===== config.mk =====
export PLATFORM = sky130hd
export DESIGN_NAME = intack_seq
export DESIGN_NICKNAME = d
export VERILOG_FILES = /design/src/rtl/intack_pkg.sv /design/src/rtl/intack_fsm.sv /design/src/rtl/intack_busdrv.sv /design/src/rtl/intack_vecreg.sv /design/src/rtl/intack_seq.sv
export SDC_FILE = /design/constraint.sdc
export NUM_CORES = 1
export LEC_CHECK = 0
export BUFFER_PORTS_ARGS = -buffer_cell sky130_fd_sc_hd__buf_2
export CAP_MARGIN = 10
export CORE_UTILIZATION = 39
export CTS_BUF_LIST = sky130_fd_sc_hd__clkbuf_16
export DETAILED_ROUTE_END_ITERATION = 16
export GPL_ROUTABILITY_DRIVEN = 0
export HOLD_SLACK_MARGIN = 0.08
export PLACE_DENSITY = 0.76
export SLEW_MARGIN = 20
export SYNTH_ARGS = -nofsm -noshare
export SYNTH_HDL_FRONTEND = slang
export SYNTH_SLANG_ARGS = --single-unit
export TNS_END_PERCENT = 30

===== constraint.sdc =====
create_clock -name clk -period 1.5 [get_ports clk]
set_input_delay 0.075 -clock clk [delete_from_list [all_inputs] [get_ports clk]]
set_output_delay 0.075 -clock clk [all_outputs]
set_load 0.02 [all_outputs]

===== src/rtl/intack_pkg.sv =====
package intack_pkg;

   typedef enum logic [2:0] {
      S_IDLE  = 3'd0,
      S_A1_T1 = 3'd1,
      S_A1_T2 = 3'd2,
      S_GAP   = 3'd3,
      S_A2_T1 = 3'd4,
      S_A2_T2 = 3'd5
   } ack_state_e;

   localparam logic [2:0] BT_ACK  = 3'b000;
   localparam logic [2:0] BT_NONE = 3'b111;

endpackage


===== src/rtl/intack_fsm.sv =====
module intack_fsm
   import intack_pkg::*;
#(
   parameter int GAP_CYC = 4
) (
   input  logic       clk,
   input  logic       rst,
   input  logic       irq,
   input  logic       int_en,
   input  logic       rdy_n,
   output ack_state_e st,
   output logic       cap
);

   localparam int GW = (GAP_CYC > 1) ? $clog2(GAP_CYC) : 1;
   localparam logic [GW-1:0] GAP_LAST = GW'(GAP_CYC - 1);

   ack_state_e st_nx;
   logic [GW-1:0] gcnt;

   always_comb begin
      st_nx = st;
      unique case (st)
         S_IDLE:  if (irq && int_en) st_nx = S_A1_T1;
         S_A1_T1: st_nx = S_A1_T2;
         S_A1_T2: if (!rdy_n) st_nx = S_GAP;
         S_GAP:   if (gcnt == GAP_LAST) st_nx = S_A2_T1;
         S_A2_T1: st_nx = S_A2_T2;
         S_A2_T2: if (!rdy_n) st_nx = S_IDLE;
         default: st_nx = S_IDLE;
      endcase
   end

   always_ff @(posedge clk) begin
      if (rst) begin
         st   <= S_IDLE;
         gcnt <= '0;
      end else begin
         st   <= st_nx;
         gcnt <= (st == S_GAP) ? gcnt + GW'(1) : '0;
      end
   end

   assign cap = (st == S_A2_T2) && !rdy_n;

   // an address phase always hands over to a data phase
   p_t1_to_t2_r4 : assert property (@(posedge clk) disable iff (rst)
      (st == S_A1_T1 || st == S_A2_T1) |=> (st == S_A1_T2 || st == S_A2_T2));

   // a data phase with ready high repeats
   p_wait_hold_r5 : assert property (@(posedge clk) disable iff (rst)
      ((st == S_A1_T2 || st == S_A2_T2) && rdy_n) |=> $stable(st));

endmodule


===== src/rtl/intack_busdrv.sv =====
module intack_busdrv
   import intack_pkg::*;
#(
   parameter int ADDR_W     = 24,
   parameter int DATA_W     = 16,
   parameter int ACK1_BADDR = 4,
   parameter int ACK2_BADDR = 0
) (
   input  ack_state_e            st,
   output logic [ADDR_W-1:1]     addr,
   output logic [DATA_W/8-1:0]   ben_n,
   output logic                  ads_n,
   output logic                  lock_n,
   output logic [2:0]            bus_type,
   output logic                  data_oe,
   output logic                  busy
);

   localparam int LANES = DATA_W / 8;
   localparam logic [ADDR_W-1:1] W1 = (ADDR_W-1)'(ACK1_BADDR >> 1);
   localparam logic [ADDR_W-1:1] W2 = (ADDR_W-1)'(ACK2_BADDR >> 1);

   logic in_a1, in_a2, active;

   assign in_a1  = (st == S_A1_T1) || (st == S_A1_T2);
   assign in_a2  = (st == S_A2_T1) || (st == S_A2_T2);
   assign active = in_a1 || in_a2;

   assign ads_n    = !((st == S_A1_T1) || (st == S_A2_T1));
   assign lock_n   = (st == S_IDLE);
   assign busy     = (st != S_IDLE);
   assign bus_type = active ? BT_ACK : BT_NONE;
   assign data_oe  = 1'b0;

   always_comb begin
      addr = '0;
      if (in_a1)      addr = W1;
      else if (in_a2) addr = W2;
   end

   for (genvar g = 0; g < LANES; g++) begin : g_lane
      if (g == 0) begin : g_low
         assign ben_n[g] = !active;
      end else begin : g_high
         assign ben_n[g] = 1'b1;
      end
   end

endmodule


===== src/rtl/intack_vecreg.sv =====
module intack_vecreg #(
   parameter int DATA_W = 16,
   parameter int VEC_W  = 8
) (
   input  logic              clk,
   input  logic              rst,
   input  logic              cap,
   input  logic [DATA_W-1:0] data_in,
   output logic [VEC_W-1:0]  vec,
   output logic              vec_valid
);

   logic [VEC_W-1:0] lane;

   if (VEC_W == DATA_W) begin : g_full
      assign lane = data_in;
   end else begin : g_slice
      logic unused_hi;
      assign lane      = data_in[VEC_W-1:0];
      assign unused_hi = ^data_in[DATA_W-1:VEC_W];
   end

   always_ff @(posedge clk) begin
      if (rst) begin
         vec       <= '0;
         vec_valid <= 1'b0;
      end else begin
         vec_valid <= cap;
         if (cap) vec <= lane;
      end
   end

   // strobe lasts one clock
   p_valid_pulse_r10 : assert property (@(posedge clk) disable iff (rst)
      vec_valid |=> !vec_valid);

   // the vector only moves with the strobe
   p_vec_hold_r9 : assert property (@(posedge clk) disable iff (rst)
      (!vec_valid && !$past(rst)) |-> $stable(vec));

endmodule


===== src/rtl/intack_seq.sv =====
module intack_seq
   import intack_pkg::*;
#(
   parameter int ADDR_W     = 24,
   parameter int DATA_W     = 16,
   parameter int VEC_W      = 8,
   parameter int GAP_CYC    = 4,
   parameter int ACK1_BADDR = 4,
   parameter int ACK2_BADDR = 0
) (
   input  logic                clk,
   input  logic                rst,
   input  logic                irq,
   input  logic                int_en,
   input  logic                rdy_n,
   input  logic                nxt_n,
   input  logic [DATA_W-1:0]   data_in,
   output logic [ADDR_W-1:1]   addr,
   output logic [DATA_W/8-1:0] ben_n,
   output logic                ads_n,
   output logic                lock_n,
   output logic [2:0]          bus_type,
   output logic                data_oe,
   output logic                busy,
   output logic [VEC_W-1:0]    vec,
   output logic                vec_valid
);

   localparam int LANES = DATA_W / 8;
   localparam int CW    = $clog2(GAP_CYC + 2);
   localparam logic [ADDR_W-1:1] W1 = (ADDR_W-1)'(ACK1_BADDR >> 1);
   localparam logic [ADDR_W-1:1] W2 = (ADDR_W-1)'(ACK2_BADDR >> 1);

   if (DATA_W < 16 || (DATA_W % 8) != 0) begin : g_bad_data
      $error("DATA_W must be a multiple of 8, at least 16");
   end
   if (VEC_W < 1 || VEC_W > DATA_W) begin : g_bad_vec
      $error("VEC_W must lie in 1..DATA_W");
   end
   if (GAP_CYC < 1) begin : g_bad_gap
      $error("GAP_CYC must be at least 1");
   end
   if (ADDR_W < 4 || (ACK1_BADDR % 2) != 0 || (ACK2_BADDR % 2) != 0
       || ACK1_BADDR == ACK2_BADDR) begin : g_bad_addr
      $error("acknowledge addresses must be even, distinct and fit ADDR_W");
   end

   ack_state_e st;
   logic       cap;
   logic       unused_pipe;

   assign unused_pipe = nxt_n;

   intack_fsm #(.GAP_CYC(GAP_CYC)) u_fsm (
      .clk    (clk),
      .rst    (rst),
      .irq    (irq),
      .int_en (int_en),
      .rdy_n  (rdy_n),
      .st     (st),
      .cap    (cap)
   );

   intack_busdrv #(
      .ADDR_W     (ADDR_W),
      .DATA_W     (DATA_W),
      .ACK1_BADDR (ACK1_BADDR),
      .ACK2_BADDR (ACK2_BADDR)
   ) u_drv (
      .st       (st),
      .addr     (addr),
      .ben_n    (ben_n),
      .ads_n    (ads_n),
      .lock_n   (lock_n),
      .bus_type (bus_type),
      .data_oe  (data_oe),
      .busy     (busy)
   );

   intack_vecreg #(.DATA_W(DATA_W), .VEC_W(VEC_W)) u_vec (
      .clk       (clk),
      .rst       (rst),
      .cap       (cap),
      .data_in   (data_in),
      .vec       (vec),
      .vec_valid (vec_valid)
   );

   // independent gap measurement at the ports
   logic [CW-1:0] chk_gap;
   always_ff @(posedge clk) begin
      if (rst) chk_gap <= '0;
      else if (!lock_n && ads_n && (&ben_n) && chk_gap != {CW{1'b1}})
         chk_gap <= chk_gap + CW'(1);
      else chk_gap <= '0;
   end

   p_start_r1 : assert property (@(posedge clk) disable iff (rst)
      (!ads_n && $past(lock_n)) |-> $past(irq && int_en));

   p_first_addr_r2 : assert property (@(posedge clk) disable iff (rst)
      (!ads_n && $past(lock_n)) |-> (addr == W1 && ben_n[0] == 1'b0));

   p_second_addr_r3 : assert property (@(posedge clk) disable iff (rst)
      (!ads_n && $past(!lock_n)) |-> (addr == W2 && ben_n[0] == 1'b0));

   p_ads_pulse_r4 : assert property (@(posedge clk) disable iff (rst)
      !ads_n |=> ads_n);

   p_lock_hold_r6 : assert property (@(posedge clk) disable iff (rst)
      !lock_n |=> (!lock_n || vec_valid));

   p_gap_len_r7 : assert property (@(posedge clk) disable iff (rst)
      (!ads_n && $past(!lock_n)) |-> chk_gap == CW'(GAP_CYC));

   p_vec_after_ready_r9 : assert property (@(posedge clk) disable iff (rst)
      vec_valid |-> ($past(!rdy_n) && $past(!lock_n)));

   p_release_r10 : assert property (@(posedge clk) disable iff (rst)
      vec_valid |-> (lock_n && !busy));

   p_lane_hi_off_r2 : assert property (@(posedge clk) disable iff (rst)
      ben_n[LANES-1] == 1'b1);

endmodule


Word-level counts from Yosys, hierarchy flattened
Cells that the tools add are included.
{ "word_totals": {"regBits": 14, "in_bits": 22, "output_inout_bits": 41, "wordCells": 36} }
{ "classes": {"add_sub_neg": 1, "n_eq_ne": 10, "n_mux": 7, "n_bitwise": 1, "n_reduce_logical": 13} }
{ "ops": {"columns": ["cell", "count"], "rows": [
  ["one-hot mux 3 bit (6 select lines)", 1],
  ["two-way mux 3 bit", 5],
  ["equality test 3 x 2 -> 1 bit (second input constant)", 2],
  ["equality test 3 bit (second input constant)", 2],
  ["logical OR 1 bit", 4],
  ["inequality test 2 x 1 -> 1 bit (second input constant)", 2],
  ["inequality test 2 bit (second input constant)", 2],
  ["AND reduction 4 bit", 1],
  ["equality test 3 x 1 -> 1 bit (second input constant)", 1],
  ["zero test 1 bit", 3],
  ["zero test 3 bit", 1],
  ["nonzero test 3 bit", 1],
  ["adder 2 x 1 -> 2 bit (second input constant)", 1],
  ["equality test 2 bit (second input constant)", 1],
  ["logical AND 1 bit", 2],
  ["two-way mux 2 bit", 1],
  ["OR reduction 2 bit", 1],
  ["inverter 1 bit", 1]
]} }

Longest topological paths before layout
{ "logic_depth": {"depth_word": 4, "mapped_depth": 5} }

By module
A second synthesis with hierarchy kept.
{ "unflattened": {"hier_cells": 91, "hier_area_um2": 808.3} }
{ "by_module_without_submodules": {"columns": ["mod", "instances", "cells_each", "area_per_inst_um2"], "rows": [
  ["intack_vecreg", 1, 28, 312.8],
  ["intack_busdrv", 1, 38, 269.0],
  ["intack_fsm", 1, 25, 226.5]
]} }

Worst setup path after synthesis
OpenSTA, ideal clock, no wires.
{ "synth_timing": {"path_type": "register -> output", "start": "register u_fsm.st[0]", "end": "output bus_type[0]", "t_arrival_ns": 1.518, "required_time_ns": 1.425, "slack_ns": -0.093, "stages_incl_launch_ff": 6, "n_path_buf": 2, "path_cell_list": "dfxtp_1 -> buf_4 -> nor3_2 -> inv_1 -> nand2_1 -> buf_4"} }
{ "synth_via": {"elab_chain_len": 4, "word_cells_on_any_way": 8} }
{ "synth_lines": {"columns": ["element", "line", "rtl"], "rows": [
  ["start, declared", "intack_fsm.sv:11", "output ack_state_e st,"],
  ["start signal, assigned", "intack_fsm.sv:39", "st <= st_nx;"],
  ["equality test 3 x 1 -> 1 bit (tied with other cells)", "intack_busdrv.sv:25", "assign in_a1 = (st == S_A1_T1) || (st == S_A1_T2);"],
  ["logical OR 1 bit (on tied branches)", "intack_busdrv.sv:25, intack_busdrv.sv:26", null],
  ["logical OR 1 bit *", "intack_busdrv.sv:27", "assign active = in_a1 || in_a2;"],
  ["two-way mux 3 bit *", "intack_busdrv.sv:32", "assign bus_type = active ? BT_ACK : BT_NONE;"],
  ["end, declared", "intack_seq.sv:22", "output logic [2:0] bus_type,"]
]} }
Every way passes the cells marked *; elsewhere a longest branch is shown, timed or not.

Final worst setup path
{ "layout_timing": {"start": "register u_fsm.st[1]", "end": "output bus_type[1]"} }
The elaborated chain is that of the path after synthesis.

==> impl_metrics.ini <==
[timing]
setup-violations-final = 0
rsz0062_at_grt = no
finalHoldViolations = 0
fmax_ghz = 0.756
hold_ws_ps = 177
min_period_ps = 1320
slew_viol_final = 0
skew_ps = 1.09
fin_ws_ps = 178
fin_setup_tns_ps = 0
finalCritPeriodShare_pct = 88.1

[worst_setup_path]
reg2regPathDepth = 3
cp_top_family = flip-flops
worstReg2RegEnd = u_vec.vec[6]
rrSetupSlack_ps = 200
crit_path_start_kind = register
cp-end-kind = output pin
worstSetupPathType = reg2out
cp_cell_sequence = o21ai_0 -> nand2_1 -> buf_2
critPathMaxStageDelay_ps = 560
worstPathArrival_ps = 1250
timing.rr.start = u_fsm.st[1]
critPathMaxFanout = 13
crit_path_top_delay_cell = dfxtp_1
worstPathRequired_ps = 1420
crit_buf_inv = 1

[place]
io_buffers = 29
pre_cts_ws_ps = 173
hpwl_um = 1100

[drt]
drt-total-wl_um = 1480
drcViolationCount = 0
dr.pass1.iters = 4
vias_per_cell = 4.27
drtIter0Drc = 12
route.antenna.remaining_nets = 0
wl_per_cell_um = 9.20
vias = 688

[pwr]
total_power_mw = 1.19
leakagePower_nw = 0.493
power_density_mw_per_mm2 = 1140
worst_ir_drop_vdd_mv = 0.617

[final_layout]
final_util_pct = 52.1
syn_to_final_growth_pct = 22.1
nNetsFinal = 158
nFillCells = 208
layout-drive-gt1-share_pct = 30.6
multi_input_area_um2 = 405
diodes = 0
seq_area_um2 = 282

[yosys]
postSynthCellCount = 103
synth_top_area_cell = dfxtp_1
synth_ff_type = dfxtp_1
avgSynthCellArea_um2 = 8.30
yosysMostFrequentCell = buf_4
netlist_area_um2 = 855
async_flop_share_pct = 0
synth_top_area_share_pct = 32.8
synth_warnings = 0
synth_cell_types = 26
synthTopCellsByArea = dfxtp_1 (33%), buf_4 (27%), nand2_1 (7.9%)
ys_ff_latch = 14
synth_common_cells = buf_4 (31), nand2_1 (18), dfxtp_1 (14)
yosysSeqAreaShare_pct = 32.8
synth_edf_count = 0

[worst_hold_path]
hold_class = in2reg
min_from = rst
hold_depth = 2
min_to = u_vec.vec[0]

[die]
dieHeight_um = 48.8
initial_utilization_pct = 42.7
dieWidth_um = 48.8
rows = 16
io_pins = 63
dieArea_mm2 = 0.00238
core_area_mm2 = 0.00200

[status]
outcome = finished, final reports clean

[global_routing]
grt_use_total_pct = 14.2
grt_overflow = 0
grt_pass1_wl_um = 2460
grt_max_degree = 15
grt_pass1_vias = 589
antenna_found_initial = 0

[clocking]
h-tree-depth = 1
clock_path_buffers = 2
clock_latency_ps = 240
cts.clk_slew.worst_paths_ps = 40
cts_tree = done
clockRootBuffer = clkbuf_16
cts_made_buffers = 3
cts.sinks = 14

[job]
drv_cap = 0
[through the flow]
| step | area, um^2 | std cells |
|---|---|---|
| 6_report | 1040 | 161 |
| 3_5_place_dp | 883 | 149 |
| 4_1_cts | 1040 | 161 |
| 3_3_place_gp | 883 | 149 |
| 2_1_floorplan | 943 | 125 |
| 5_1_grt | 1040 | 161 |
[cell usage in the layout, fill, tap and decap left out, types with 3 or more instances in the layout]
cell           Yosys  final
conb_1             2     24
dfxtp_1           14     13
a21oi_1            7      7
dlygate4sd3_1      0      8
nand2_1           18     18
nand2b_1           3      3
a21oi_2            3      3
buf_2              2     29
clkbuf_16          0      3
[logic make-up (layout without fill, tap and decap cells)]
logic type	after synthesis	count (layout)	share of synthesized area, %
AOI/OAI and AO/OA	15	15	11.7
buffers and inverters	35	44	30.2
adders and majority gates	1	1	1.46
xor gates and xnor gates	2	2	2.05
other	2	24	0.879
and+or+nand+nor	34	34	20.9
DFF	14	14	32.8
[worst max path at each step]
stage	to	startpoint	cells after the start	slack [ps]
2_1_floorplan	bus_type[0]	u_fsm.st[0]	5	20
3_3_place_gp	u_vec.vec[0]	u_fsm.st[1]	3	210
3_5_place_dp	u_vec.vec[6]	u_fsm.st[1]	3	170
4_1_cts	bus_type[1]	u_fsm.st[2]	4	120
5_1_grt	u_vec.vec[0]	u_fsm.st[1]	3	20
6_report	bus_type[1]	u_fsm.st[1]	3	180
[sequential cells by signal, indices dropped and copies added (netlist names)]
| signal | flops |
|---|---|
| u_fsm.st | 3 |
| u_vec.vec | 8 |
| u_fsm.gcnt | 2 |
| u_vec.vec_valid | 1 |
[final cells by class]
class	instances	share of cell area (%)
Clock buffer	3	7.19
Tap cell	27	3.24
Inverter	1	0.360
Sequential cell	14	27.0
Timing Repair Buffer	39	23.0
Clock inverter	1	0.360
Multi-Input combinational cell	76	38.8
[report_power, final]
part	internal [mW]	leakage [nW]	switching, mW	total [mW]
Clock	0.352	0.0385	0.152	0.504
Sequential	0.382	0.114	0.0214	0.403
Combinational	0.101	0.340	0.182	0.283
Total	0.835	0.493	0.356	1.19
[what timing repair did]
| action | CTS | global route |
|---|---|---|
| setup buffers | 0 | 0 |
| endpoints found under the setup margin | 0 | 2 |
| gates resized for setup | 0 | 1 |
| hold endpoints to repair | 8 | 0 |
| hold buffers | 8 | 0 |
[worst reg2reg max path: cells and delay by family (launching register included)]
family,cells,cell delay (ps)
AO/OA/AOI/OAI,1,70
flip-flops,1,420
AND/OR/NAND/NOR,2,690
[per-layer routing]
layer / GRT usage, % / vias up / wire length [um]
met1: 14.9 / 301 / 591
met3: 3.74 / 6 / 101
li1: - / 343 / -
met2: 22.9 / 38 / 725
met5: 0 / - / 0
met4: 13.2 / 0 / 62
Note: power is estimated with default switching activity, not from simulation.
